`config.mk`:
```
export PLATFORM = sky130hd
export DESIGN_NAME = irq_arbiter
export DESIGN_NICKNAME = d
export VERILOG_FILES = /design/src/rtl/irq_arbiter.sv
export SDC_FILE = /design/constraint.sdc
export NUM_CORES = 1
export LEC_CHECK = 0
export BUFFER_PORTS_ARGS = -buffer_cell sky130_fd_sc_hd__buf_2
export CORE_UTILIZATION = 46
export DETAILED_ROUTE_END_ITERATION = 10
export GPL_ROUTABILITY_DRIVEN = 1
export PLACE_DENSITY = 0.78
export RECOVER_POWER = 25
export SYNTH_ARGS = -nofsm -noshare
export SYNTH_HDL_FRONTEND = slang
export SYNTH_SLANG_ARGS = --single-unit
```
`constraint.sdc`:
```
create_clock -name clk -period 2.19 [get_ports clk]
set_input_delay 0.219 -clock clk [delete_from_list [all_inputs] [get_ports clk]]
set_output_delay 0.219 -clock clk [all_outputs]
set_load 0.02 [all_outputs]
```
`src/rtl/irq_arbiter.sv`:
```
module irq_arbiter #(
  parameter int VW = 8,
  parameter int LW = 4,
  parameter logic [VW-1:0] BASE_RST = 8'd32,
  parameter logic [VW-1:0] NMI_VEC = 8'd2
) (
  input  logic          clk,
  input  logic          rst_n,
  input  logic          exc_req,
  input  logic [VW-1:0] exc_vec,
  input  logic          exc_fault,
  input  logic          nmi_req,
  input  logic          sw_req,
  input  logic [VW-1:0] sw_vec,
  input  logic          hw_req,
  input  logic [LW-1:0] hw_line,
  input  logic          base_wr,
  input  logic [VW-1:0] base_din,
  input  logic          ie_set,
  input  logic          ie_clr,
  input  logic          gate_int,
  input  logic          iret,
  input  logic          iret_ie,
  input  logic          entry_ready,
  output logic          take,
  output logic [VW-1:0] vec,
  output logic [1:0]    cls,
  output logic          ie,
  output logic          nmi_busy
);
  localparam logic [1:0] C_FAULT = 2'd0;
  localparam logic [1:0] C_TRAP  = 2'd1;
  localparam logic [1:0] C_HW    = 2'd2;
  localparam logic [1:0] C_NMI   = 2'd3;

  logic [VW-1:0] base_q, pvec;
  logic [1:0]    pcls;
  logic          pany, pnmi, go;

  always_comb begin
    pany = 1'b1;
    pnmi = 1'b0;
    pvec = '0;
    pcls = C_TRAP;
    if (exc_req) begin
      pvec = exc_vec;
      pcls = exc_fault ? C_FAULT : C_TRAP;
    end else if (nmi_req) begin
      pvec = NMI_VEC;
      pcls = C_NMI;
      pnmi = 1'b1;
    end else if (sw_req) begin
      pvec = sw_vec;
    end else if (hw_req && ie) begin
      pvec = base_q + VW'(hw_line);
      pcls = C_HW;
    end else begin
      pany = 1'b0;
    end
  end

  assign go = pany && entry_ready && !take && !nmi_busy;

  always_ff @(posedge clk) begin
    if (!rst_n) begin
      take     <= 1'b0;
      vec      <= '0;
      cls      <= C_FAULT;
      ie       <= 1'b0;
      nmi_busy <= 1'b0;
      base_q   <= BASE_RST;
    end else begin
      take <= go;
      if (go) begin
        vec <= pvec;
        cls <= pcls;
      end
      if (go && pnmi)    nmi_busy <= 1'b1;
      else if (iret)     nmi_busy <= 1'b0;
      if (iret)                   ie <= iret_ie;
      else if (ie_clr || gate_int) ie <= 1'b0;
      else if (ie_set)            ie <= 1'b1;
      if (base_wr) base_q <= base_din;
    end
  end

  p_pulse_r9: assert property (@(posedge clk) disable iff (!rst_n)
    take |=> !take);
  p_nmi_vec_r4: assert property (@(posedge clk) disable iff (!rst_n)
    (take && cls == C_NMI) |-> (vec == NMI_VEC && nmi_busy));
  p_nmi_block_r5: assert property (@(posedge clk) disable iff (!rst_n)
    nmi_busy |=> !take);
  p_hw_gate_r6: assert property (@(posedge clk) disable iff (!rst_n)
    (take && cls == C_HW) |-> $past(ie));
  p_gate_clear_r8: assert property (@(posedge clk) disable iff (!rst_n)
    (gate_int && !iret) |=> !ie);
  p_ready_r9: assert property (@(posedge clk) disable iff (!rst_n)
    $rose(take) |-> $past(entry_ready));
endmodule

```
==> results.tsv, run 1 <==
stage	metric	value	unit
layout	post-route non-filler standard cell count	224	
timing	setup violators final	0	
floorplan	num rows	18	
global_routing	initial antenna violation count	0	
layout	most common cell after layout, fill and taps aside	buf_2	
synth	area leader, netlist	dfxtp_1	
routing	metal2 WL	1610	um
placement	DP Worst Slack	0.334	ns
routing	DR vias	1263	
clock_tree	postcts setup bufs	0	
timing	Relative slew margins	0.635	
timing	Final Hold Vio Count	0	
clock_tree	hold buffers post-CTS	0	
synth	asr flop ratio synth	0	
placement	dpl cells	220	
timing	setup tns final	0	ns
global_routing	grt total ovfl	0	
layout	diodes inserted	0	
timing	Clock Skew	0.00629	ns
power	leak pwr	0.713	nW
worst_hold_path	Hold Crit Class	in -> reg	
clock_tree	Worst-path clk slew	0.11	ns
placement	I/O Buffers	54	
layout	share of layout cells above drive strength 1	0.309	
clock_tree	PostCTS Resize Cnt	0	
placement	RePlAce Congestion	0.877	
routing	wl on met1	1340	um
routing	via/cell ratio	5.64	
synth	Syn Std Cell Area	0.00121	mm2
floorplan	Die Wd	53.4	um
clock_tree	cts bufs inserted	3	
floorplan	DIE AREA	0.00285	mm2
floorplan	I/O Pins	55	
clock_tree	TritonCTS clock tree	done	
synth	Main synth FF type	dfxtp_1	
synth	Ys Warns	0	
routing	Post-DRT Antenna Nets	0	
timing	Achievable Freq	548	MHz
global_routing	first-pass GRT wire length	5090	um
layout	commonest non-fill, non-tap cells in the layout	buf_2 (53), dfxtp_1 (21), nor2_1 (18), a21oi_1 (11)	
synth	syn nets	189	
synth	EDFF count, synth	0	
clock_tree	CTS max path bufs	2	
clock_tree	CTS H-tree lvls	1	
worst_setup_path	Critical Path Max Stage Delay	0.44	ns
synth	Synth cell types	41	
timing	Final Slew Violations	0	
routing	Met3 Wirelength	199	um
clock_tree	clk sink count	21	
global_routing	vias in the first global route	1154	
run_status	status	complete, no violations	
worst_setup_path	crit start category	flip-flop	
synth	Mean Syn Cell Area	8.55	um2
flow_run	max-cap violation count	0	
synth	top cells by area, synth	dfxtp_1 (35%), mux2i_1 (7.4%), nor2_1 (5.6%)	
synth	mux cell area share after synthesis	0.0835	
worst_setup_path	worst path buffer plus inverter count	0	
power	maximum VDD drop	0.587	mV
synth	Synth Area in Simple Gates	0.237	
synth	post-synthesis compound-gate area fraction	0.220	
worst_setup_path	capturing element type of the critical path	flip-flop	
power	power density over cell area	547	mW/mm2
synth	Seq/Total Area, Yosys	0.346	
synth	largest family of logic cells by synthesized area	simple AND/OR/NAND/NOR gates	
timing	Final Cycle Share	0.833	
worst_setup_path	critical setup path kind	reg -> reg	
timing	RSZ-0062 raised after global routing	no	
layout	Layout Nets	242	
worst_setup_path	CP max stage cell	fa_1	
synth	Synth top area share	0.346	
synth	Post-Synthesis Cells	142	
timing	Final Critical Period	1.82	ns
timing	Slew @ Worst Pin	0.534	ns
placement	hpwl dp	2490	um
routing	Routed WL	3160	um
routing	1st-iter DRT viols	21	
synth	Adder-Cell Fraction of Synth Area	0.0577	
clock_tree	CTS root buffer	clkbuf_4	
floorplan	Initial Utilization	0.490	
clock_tree	clk_lat worst skew	0.31	ns
routing	drt wl/cell	14.1	um
worst_setup_path	Req. time, crit path	2.44	ns
worst_setup_path	WP data arrival	2.07	ns
synth	FF+latch count, synth	21	
routing	DRC Markers	0	
worst_setup_path	crit-path max FO	3	
synth	xor and xnor fraction of the mapped netlist area	0.0144	
layout	area grow syn2layout	25.2	%
global_routing	pin count of the biggest net entering global routing	19	
timing	Final WS setup	0.366	ns
floorplan	Die H	53.4	um
global_routing	gr usage total	0.249	
routing	max layer used	met4	
worst_setup_path	Top delay family on crit path	compound AO/OA/AOI/OAI gates	
routing	DRT Pass-1 Iters	6	
worst_setup_path	worst path cell trace	ha_1, fa_1, a211oi_1, o31a_1, o21ai_0, a31oi_1	
floorplan	core area	0.00248	mm2
layout	FILL cells	247	
[stage by stage]
step	util	power, mW	area, um2	hold slack [ns]
final	0.613	0.831	1520	0.129
after global routing	0.613	0.883	1520	0.122
after CTS	0.614	0.842	1520	0.116
after detailed placement	0.603	0.653	1490	0.449
after global placement	0.603	0.645	1490	0.436
after floorplan	-	0.571	1210	0.281
[report_power, final]
part	switching [mW]	internal (mW)	total (mW)
logic	0.121	0.0972	0.218
registers	0.0181	0.409	0.427
clock network	0.115	0.0712	0.186
total	0.254	0.577	0.831
[tightest hold or removal path: cells and delay by family]
kind	cells	cell delay, ns
and+or+nand+nor	1	0.06
muxes	1	0.06
buffers and inverters	1	0.08
[synthesized netlist by cell type (2+ instances only)]
library cell and number:
inv_1 4, ha_1 4, mux2i_1 9, a31oi_1 3, nor3b_1 2, nand3b_1 2
nand2_1 9, nor4_1 3, o21ai_0 6, clkbuf_1 5, a221oi_1 2, nor4bb_1 6
nand3_1 4, nor2_1 18, nor3_1 3, a211o_1 3, a211oi_1 4, dfxtp_1 21
a21oi_1 11, nor2b_1 2
[final timing paths]
check | from | endpoint | slack, ns | depth (start not counted)
worst max-delay path | base_q[0] | vec[6] | 0.37 | 6
worst min-delay path | base_din[5] | base_q[5] | 0.13 | 3
worst max register to register | base_q[0] | vec[6] | 0.37 | 6
worst min register to register | cls[0] | cls[0] | 0.47 | 2
[sequential cells by signal (all words and copies together) (netlist names)]
signal    cells
cls           2
base_q        8
take          1
nmi_busy      1
vec           8
ie            1
[area by class of cell]
cell class	count	area [um2]	area share
timing repair buffer	55	277	0.182
sequential	21	420	0.277
clock buffer	4	26.3	0.0173
multi-input combinational	110	743	0.489
tap	30	37.5	0.0247
inverter	4	15.0	0.00988
[cell families (layout without fill, tap and decap cells)]
family	after synthesis	count (layout)
AOI/OAI and AO/OA	40	40
xor gates and xnor gates	2	2
adders and majority gates	5	5
buffers and inverters	11	63
DFF	21	21
muxes	10	10
and+or+nand+nor	53	53
[layer usage]
layer | vias to the layer above | track usage
met4 | 0 | 0.0570
met2 | 43 | 0.431
met3 | 2 | 0.0690
met5 | - | 0
met1 | 583 | 0.299
li1 | 635 | -
(Power assumes the default switching activity.)
==> run 2: changes to the inputs <==
--- a/config.mk
+++ b/config.mk
@@ -5,11 +5,12 @@
 export SDC_FILE = /design/constraint.sdc
 export NUM_CORES = 1
 export LEC_CHECK = 0
+export ABC_AREA = 1
 export BUFFER_PORTS_ARGS = -buffer_cell sky130_fd_sc_hd__buf_2
-export CORE_UTILIZATION = 46
+export CORE_UTILIZATION = 42
 export DETAILED_ROUTE_END_ITERATION = 10
 export GPL_ROUTABILITY_DRIVEN = 1
-export PLACE_DENSITY = 0.78
+export PLACE_DENSITY = 0.75
 export RECOVER_POWER = 25
 export SYNTH_ARGS = -nofsm -noshare
 export SYNTH_HDL_FRONTEND = slang
==> constraint.sdc (replaced) <==
create_clock -name clk -period 1.6 [get_ports clk]
set_input_delay 0.16 -clock clk [delete_from_list [all_inputs] [get_ports clk]]
set_output_delay 0.16 -clock clk [all_outputs]
set_load 0.02 [all_outputs]
==> run 2 against run 1 <==
Effect of this change: routed wire length down 9.7%; sequential power is 38% higher; clock skew is 0.0029 ns lower; critical endpoint is now vec[4]; largest cell class unchanged.
==> results.tsv, run 2 <==
stage	metric	value	unit	change
synth	Ys Warns	0		unchanged
routing	DRC Markers	0		unchanged
worst_setup_path	crit start category	flip-flop		unchanged
placement	RePlAce Congestion	0.782		was 0.877
layout	share of layout cells above drive strength 1	0.303		was 0.309
routing	Post-DRT Antenna Nets	0		unchanged
synth	Syn Std Cell Area	0.00122	mm2	was 0.00121 mm2
flow_run	max-cap violation count	0		unchanged
clock_tree	CTS root buffer	clkbuf_4		unchanged
routing	via/cell ratio	4.98		was 5.64
worst_setup_path	WP data arrival	1.69	ns	was 2.07 ns
global_routing	initial antenna violation count	0		unchanged
clock_tree	Worst-path clk slew	0.11	ns	about the same
power	Comb pwr share	0.266		was 0.263
worst_setup_path	Req. time, crit path	1.81	ns	was 2.44 ns
floorplan	Initial Utilization	0.441		was 0.490
synth	area leader, netlist	dfxtp_1		unchanged
worst_hold_path	Hold Crit Class	in -> reg		unchanged
global_routing	pin count of the biggest net entering global routing	21		was 19
worst_setup_path	capturing element type of the critical path	flip-flop		unchanged
power	Net Switching	0.356	mW	was 0.254 mW
timing	Final Cycle Share	0.929		was 0.833
timing	Final WS setup	0.113	ns	was 0.366 ns
clock_tree	CTS H-tree lvls	1		unchanged
clock_tree	TritonCTS clock tree	done		unchanged
placement	I/O Buffers	54		unchanged
timing	Relative slew margins	0.735		was 0.635
floorplan	DIE AREA	0.00311	mm2	was 0.00285 mm2
layout	Layout Nets	276		was 242
power	power density over cell area	744	mW/mm2	was 547 mW/mm2
synth	Seq/Total Area, Yosys	0.346		about the same
timing	setup violators final	0		unchanged
timing	setup tns final	0	ns	unchanged
timing	Final Critical Period	1.49	ns	was 1.82 ns
timing	Slew @ Worst Pin	0.397	ns	was 0.534 ns
power	maximum VDD drop	0.616	mV	was 0.587 mV
synth	Synth top area share	0.346		about the same
clock_tree	hold buffers post-CTS	0		unchanged
timing	RSZ-0062 raised after global routing	no		unchanged
power	leak pwr	0.803	nW	was 0.713 nW
floorplan	num rows	19		was 18
synth	EDFF count, synth	0		unchanged
routing	Routed WL	2850	um	was 3160 um
clock_tree	cts bufs inserted	3		unchanged
synth	FF+latch count, synth	21		unchanged
floorplan	I/O Pins	55		unchanged
routing	DRT Pass-1 Iters	4		was 6
global_routing	first-pass GRT wire length	4730	um	was 5090 um
timing	Achievable Freq	673	MHz	was 548 MHz
power	switching part of the total	0.312		was 0.306
timing	Clock Skew	0.00339	ns	was 0.00629 ns
synth	top cells by area, synth	dfxtp_1 (35%), nand2_1 (11%), nor2_1 (7.1%)		was dfxtp_1 (35%), mux2i_1 (7.4%), nor2_1 (5.6%)
global_routing	vias in the first global route	1108		was 1154
timing	Final Slew Violations	0		unchanged
synth	Synth cell types	25		was 41
synth	Main synth FF type	dfxtp_1		unchanged
clock_tree	CTS max path bufs	2		unchanged
synth	Post-Synthesis Cells	174		was 142
global_routing	grt total ovfl	0		unchanged
worst_setup_path	crit-path max FO	3		unchanged
layout	diodes inserted	0		unchanged
power	cell-internal power	0.786	mW	was 0.577 mW
run_status	status	complete, no violations		unchanged
synth	syn nets	221		was 189
global_routing	gr usage total	0.190		was 0.249
worst_setup_path	critical setup path kind	reg -> reg		unchanged
clock_tree	clk sink count	21		unchanged
power	Clk pwr share	0.218		was 0.224
floorplan	core area	0.00276	mm2	was 0.00248 mm2
synth	Mean Syn Cell Area	6.99	um2	was 8.55 um2
layout	most common cell after layout, fill and taps aside	buf_2		unchanged
layout	commonest non-fill, non-tap cells in the layout	buf_2 (54), nand2_1 (37), nor2_1 (23), dfxtp_1 (21), inv_1 (16)		was buf_2 (53), dfxtp_1 (21), nor2_1 (18), a21oi_1 (11)
timing	Final Hold Vio Count	0		unchanged
layout	post-route non-filler standard cell count	259		was 224
synth	most numerous cell in the Yosys netlist	nand2_1		was dfxtp_1
placement	dpl cells	255		was 220
power	Flop pwr share	0.517		was 0.513
layout	area grow syn2layout	26.2	%	was 25.2%
synth	synth cell count leaders	nand2_1 (37), nor2_1 (23), dfxtp_1 (21)		was dfxtp_1 (21), nor2_1 (18), a21oi_1 (11)
layout	Top Registers	base_q: 8 flops, vec: 8 flops, cls: 2 flops		unchanged
placement	hpwl dp	2200	um	was 2490 um
floorplan	Die H	55.8	um	was 53.4 um
routing	1st-iter DRT viols	29		was 21
clock_tree	clk_lat worst skew	0.30	ns	was 0.31 ns
placement	DP Worst Slack	0.0286	ns	was 0.334 ns
synth	asr flop ratio synth	0		unchanged
floorplan	Die Wd	55.8	um	was 53.4 um
routing	DR vias	1291		was 1263
routing	drt wl/cell	11.0	um	was 14.1 um
[run 2: cell types whose count changed in the layout (fill, tap and decap cells not counted), moves of 5 or more]
| cell | delta |
|---|---|
| nor4bb_1 | -6 |
| o21ai_0 | +9 |
| nor2_1 | +5 |
| mux2i_1 | -9 |
| nand2_1 | +28 |
| nand3_1 | +11 |
| inv_1 | +12 |
| o21ai_1 | +8 |
[run 2: kinds of logic (layout without fill, tap and decap cells)]
logic type	count (synthesis)	after routing	synth area share
adders and majority gates	5	5	0.0576
AOI/OAI and AO/OA	42	42	0.186
DFF	21	21	0.346
xor gates and xnor gates	1	1	0.00720
and+or+nand+nor	83	83	0.318
buffers and inverters	22	76	0.0854
[run 2: metal layers]
metal	track usage	share of wire	up-vias
met2	0.294	0.44	41
met1	0.262	0.49	558
li1	-	-	690
met4	0.0453	0.0056	0
met5	0	0	-
met3	0.0558	0.067	2
[run 2: power groups by stage]
stage | Combinational [mW] | Clock [mW] | Sequential (mW)
6_report | 0.303 | 0.249 | 0.590
4_1_cts | 0.302 | 0.264 | 0.590
5_1_grt | 0.342 | 0.290 | 0.596
3_5_place_dp | 0.300 | 0 | 0.602
3_3_place_gp | 0.297 | 0 | 0.601
2_1_floorplan | 0.163 | 0 | 0.629
[run 2: final timing paths]
check | slack [ns] | endpoint | cells past startpoint | start
hold reg to reg | 0.48 | base_q[7] | 2 | base_q[7]
setup / recovery | 0.11 | vec[4] | 8 | base_q[0]
hold / removal | 0.07 | base_q[5] | 3 | base_din[5]
setup reg to reg | 0.11 | vec[4] | 8 | base_q[0]
[run 2: through the flow]
step                 util  cell area [um2]  hold WS, ns  power (mW)
global route        0.557             1540       0.0678        1.23
CTS                 0.552             1520       0.0585        1.16
global placement    0.542             1500        0.376       0.898
detailed placement  0.542             1500        0.385       0.902
finish              0.557             1540       0.0697        1.14
floorplan               -             1220        0.271       0.792
[run 2: worst max-delay path: stages, from the launching register on]
cell,delay (ns)
dfxtp_1,0.33
ha_2,0.18
fa_2,0.34
nand3_1,0.11
nand3_2,0.09
o21ai_2,0.14
inv_1,0.04
a21oi_1,0.12
nor2_1,0.05
[run 2: cell type report]
| class | instances | area, um2 |
|---|---|---|
| well taps | 31 | 38.8 |
| repair buffers | 55 | 278 |
| clock buffers | 4 | 26.3 |
| fillers | 293 | 1220 |
| flip-flops and latches | 21 | 420 |
| multi-input cells | 131 | 706 |
| inverters | 17 | 66.3 |
[run 2: repair_timing]
item / CTS / global route
resized for setup: 0 / 6
setup buffers: 0 / 0
endpoints found under the setup margin: 0 / 3
==> run 3: changes to the inputs <==
--- a/config.mk
+++ b/config.mk
@@ -6,10 +6,10 @@
 export NUM_CORES = 1
 export LEC_CHECK = 0
 export ABC_AREA = 1
-export BUFFER_PORTS_ARGS = -buffer_cell sky130_fd_sc_hd__buf_2
+export BUFFER_PORTS_ARGS = -buffer_cell sky130_fd_sc_hd__buf_4
+export CORE_ASPECT_RATIO = 1.5
 export CORE_UTILIZATION = 42
 export DETAILED_ROUTE_END_ITERATION = 10
-export GPL_ROUTABILITY_DRIVEN = 1
 export PLACE_DENSITY = 0.75
 export RECOVER_POWER = 25
 export SYNTH_ARGS = -nofsm -noshare
==> run 3 against run 2 <==
Effect of this change: count of clock-buffer cells in the layout is the same; die area grew 0.14%; global-route usage grew 1.8 points; final area grew 11%; core utilization grew 7.2 points; critical path depth is the same; sequential power is essentially flat; register-to-register slack lost 0.03 ns; combinational power grew 16%; flip-flop and latch count is the same; critical endpoint unchanged.
==> results.tsv, run 3 (synthesis results as in run 2) <==
stage	metric	value	unit	change
clock_tree	CTS max path bufs	2		unchanged
floorplan	I/O Pins	55		unchanged
routing	DR vias	1313		was 1291
floorplan	core area	0.00271	mm2	was 0.00276 mm2
flow_run	max-cap violation count	0		unchanged
worst_hold_path	Hold Crit Class	in -> reg		unchanged
power	maximum VDD drop	0.491	mV	was 0.616 mV
routing	DRC Markers	0		unchanged
run_status	status	complete, no violations		unchanged
layout	share of layout cells above drive strength 1	0.307		was 0.303
worst_setup_path	WP data arrival	1.67	ns	was 1.69 ns
global_routing	grt total ovfl	0		unchanged
global_routing	gr usage total	0.208		was 0.190
timing	Final Critical Period	1.52	ns	was 1.49 ns
floorplan	num rows	23		was 19
worst_setup_path	setup slack, reg-to-reg	0.08	ns	was 0.11 ns
floorplan	Die H	67.9	um	was 55.8 um
floorplan	DIE AREA	0.00312	mm2	was 0.00311 mm2
layout	commonest non-fill, non-tap cells in the layout	buf_4 (55), nand2_1 (37), nor2_1 (23), dfxtp_1 (21), inv_1 (16)		was buf_2 (54), nand2_1 (37), nor2_1 (23), dfxtp_1 (21), inv_1 (16)
timing	Final Slew Violations	0		unchanged
clock_tree	cts bufs inserted	3		unchanged
layout	Layout Nets	276		unchanged
layout	final core area utilization	0.629		was 0.557
worst_hold_path	HP Start	base_din[0]		was base_din[5]
layout	FILL cells	289		was 293
worst_setup_path	R2R depth	8		unchanged
clock_tree	CTS H-tree lvls	1		unchanged
worst_setup_path	Critical R2R Capture	vec[4]		unchanged
routing	Post-DRT Antenna Nets	0		unchanged
floorplan	Initial Utilization	0.450		was 0.441
layout	diodes inserted	0		unchanged
power	leak pwr	0.849	nW	was 0.803 nW
worst_hold_path	Cells on Worst Hold Path	3		unchanged
placement	I/O Buffers	54		unchanged
timing	Achievable Freq	660	MHz	was 673 MHz
worst_setup_path	critical setup path kind	reg -> reg		unchanged
routing	DRT Pass-1 Iters	4		unchanged
global_routing	initial antenna violation count	0		unchanged
placement	RePlAce Congestion	0.833		was 0.782
timing	Clock Skew	0.00402	ns	was 0.00339 ns
worst_setup_path	Req. time, crit path	1.76	ns	was 1.81 ns
clock_tree	CTS root buffer	clkbuf_8		was clkbuf_4
layout	area grow syn2layout	39.9	%	was 26.2%
placement	hpwl dp	2420	um	was 2200 um
routing	1st-iter DRT viols	25		was 29
worst_setup_path	crit start category	flip-flop		unchanged
global_routing	pin count of the biggest net entering global routing	21		unchanged
power	power density over cell area	758	mW/mm2	was 744 mW/mm2
clock_tree	Worst-path clk slew	0.08	ns	was 0.11 ns
layout	Top Registers	base_q: 8 flops, vec: 8 flops, cls: 2 flops		unchanged
global_routing	first-pass GRT wire length	4780	um	was 4730 um
floorplan	Die Wd	45.9	um	was 55.8 um
worst_setup_path	capturing element type of the critical path	flip-flop		unchanged
clock_tree	clk_lat worst skew	0.26	ns	was 0.30 ns
routing	via/cell ratio	4.95		was 4.98
layout	most common cell after layout, fill and taps aside	buf_4		was buf_2
timing	Relative slew margins	0.746		was 0.735
timing	Final Cycle Share	0.948		was 0.929
worst_setup_path	crit-path max FO	3		unchanged
clock_tree	TritonCTS clock tree	done		unchanged
timing	Final Hold Vio Count	0		unchanged
timing	Slew @ Worst Pin	0.380	ns	was 0.397 ns
worst_setup_path	r2r startpoint	base_q[0]		unchanged
routing	Routed WL	3070	um	was 2850 um
global_routing	vias in the first global route	1212		was 1108
worst_hold_path	hold path endpoint	base_q[0]		was base_q[5]
clock_tree	clk sink count	21		unchanged
timing	setup violators final	0		unchanged
timing	setup tns final	0	ns	unchanged
routing	drt wl/cell	11.6	um	was 11.0 um
==> run 3: cell count changes in the layout (fill, tap and decap cells not counted) <==
cell and delta:
o21ai_1 +1, clkbuf_4 -3, nand3_1 -1, o21ai_2 -1
nand3_2 +1, a21oi_1 -1, buf_4 +54, clkbuf_8 +3
a21oi_2 +1, buf_2 -54
==> run 3: cell type report <==
type | count | area (um2) | share of cell area
Clock buffer | 4 | 45.0 | 0.0265
Inverter | 17 | 66.3 | 0.0390
Tap cell | 37 | 46.3 | 0.0272
Sequential cell | 21 | 420 | 0.247
Multi-Input combinational cell | 131 | 711 | 0.418
Timing Repair Buffer | 55 | 413 | 0.243
==> run 3: where the power goes <==
group          leakage [nW]  internal (mW)  switching (mW)
Sequential            0.174          0.564          0.0272
Combinational         0.652          0.168           0.181
Clock                0.0228          0.177           0.172
==> run 3: metrics by stage <==
step / instances / area [um2] / hold WS (ns) / worst slack [ns] / power, mW
6_report: 265 / 1700 / 0.117 / 0.0838 / 1.29
5_1_grt: 265 / 1700 / 0.120 / -0.0120 / 1.36
4_1_cts: 265 / 1680 / 0.119 / 0.00659 / 1.29
3_5_place_dp: 261 / 1640 / 0.389 / 0.0197 / 0.948
3_3_place_gp: 261 / 1640 / 0.381 / 0.0596 / 0.944
2_1_floorplan: 174 / 1220 / 0.271 / 0.0737 / 0.792
==> run 3: how the worst max path moves through the flow <==
stage,to,start,cells after the start
6_report,vec[4],base_q[0],8
3_3_place_gp,vec[4],base_q[0],8
4_1_cts,vec[4],base_q[0],8
5_1_grt,vec[4],base_q[0],8
3_5_place_dp,vec[4],base_q[0],8
2_1_floorplan,vec[4],base_q[0],8
==> run 3: repair_timing <==
item,in CTS,in global routing
resized for setup,0,7
endpoints found under the setup margin,0,2
buffers inserted,0,0
hold buffers,0,0
==> run 3: critical path: stages, from the launching register on <==
cell,delay [ns]
dfxtp_1,0.32
ha_2,0.18
fa_2,0.40
nand3_2,0.09
nand3_2,0.08
o21ai_1,0.12
inv_1,0.06
a21oi_2,0.11
nor2_1,0.04
==> run 3: metal layers <==
metal  vias up  share of wire  track usage
met4         0         0.0075       0.0662
met1       585           0.38        0.207
met3         4          0.046       0.0290
li1        686              -            -
met5         -              0            0
met2        38           0.57        0.415
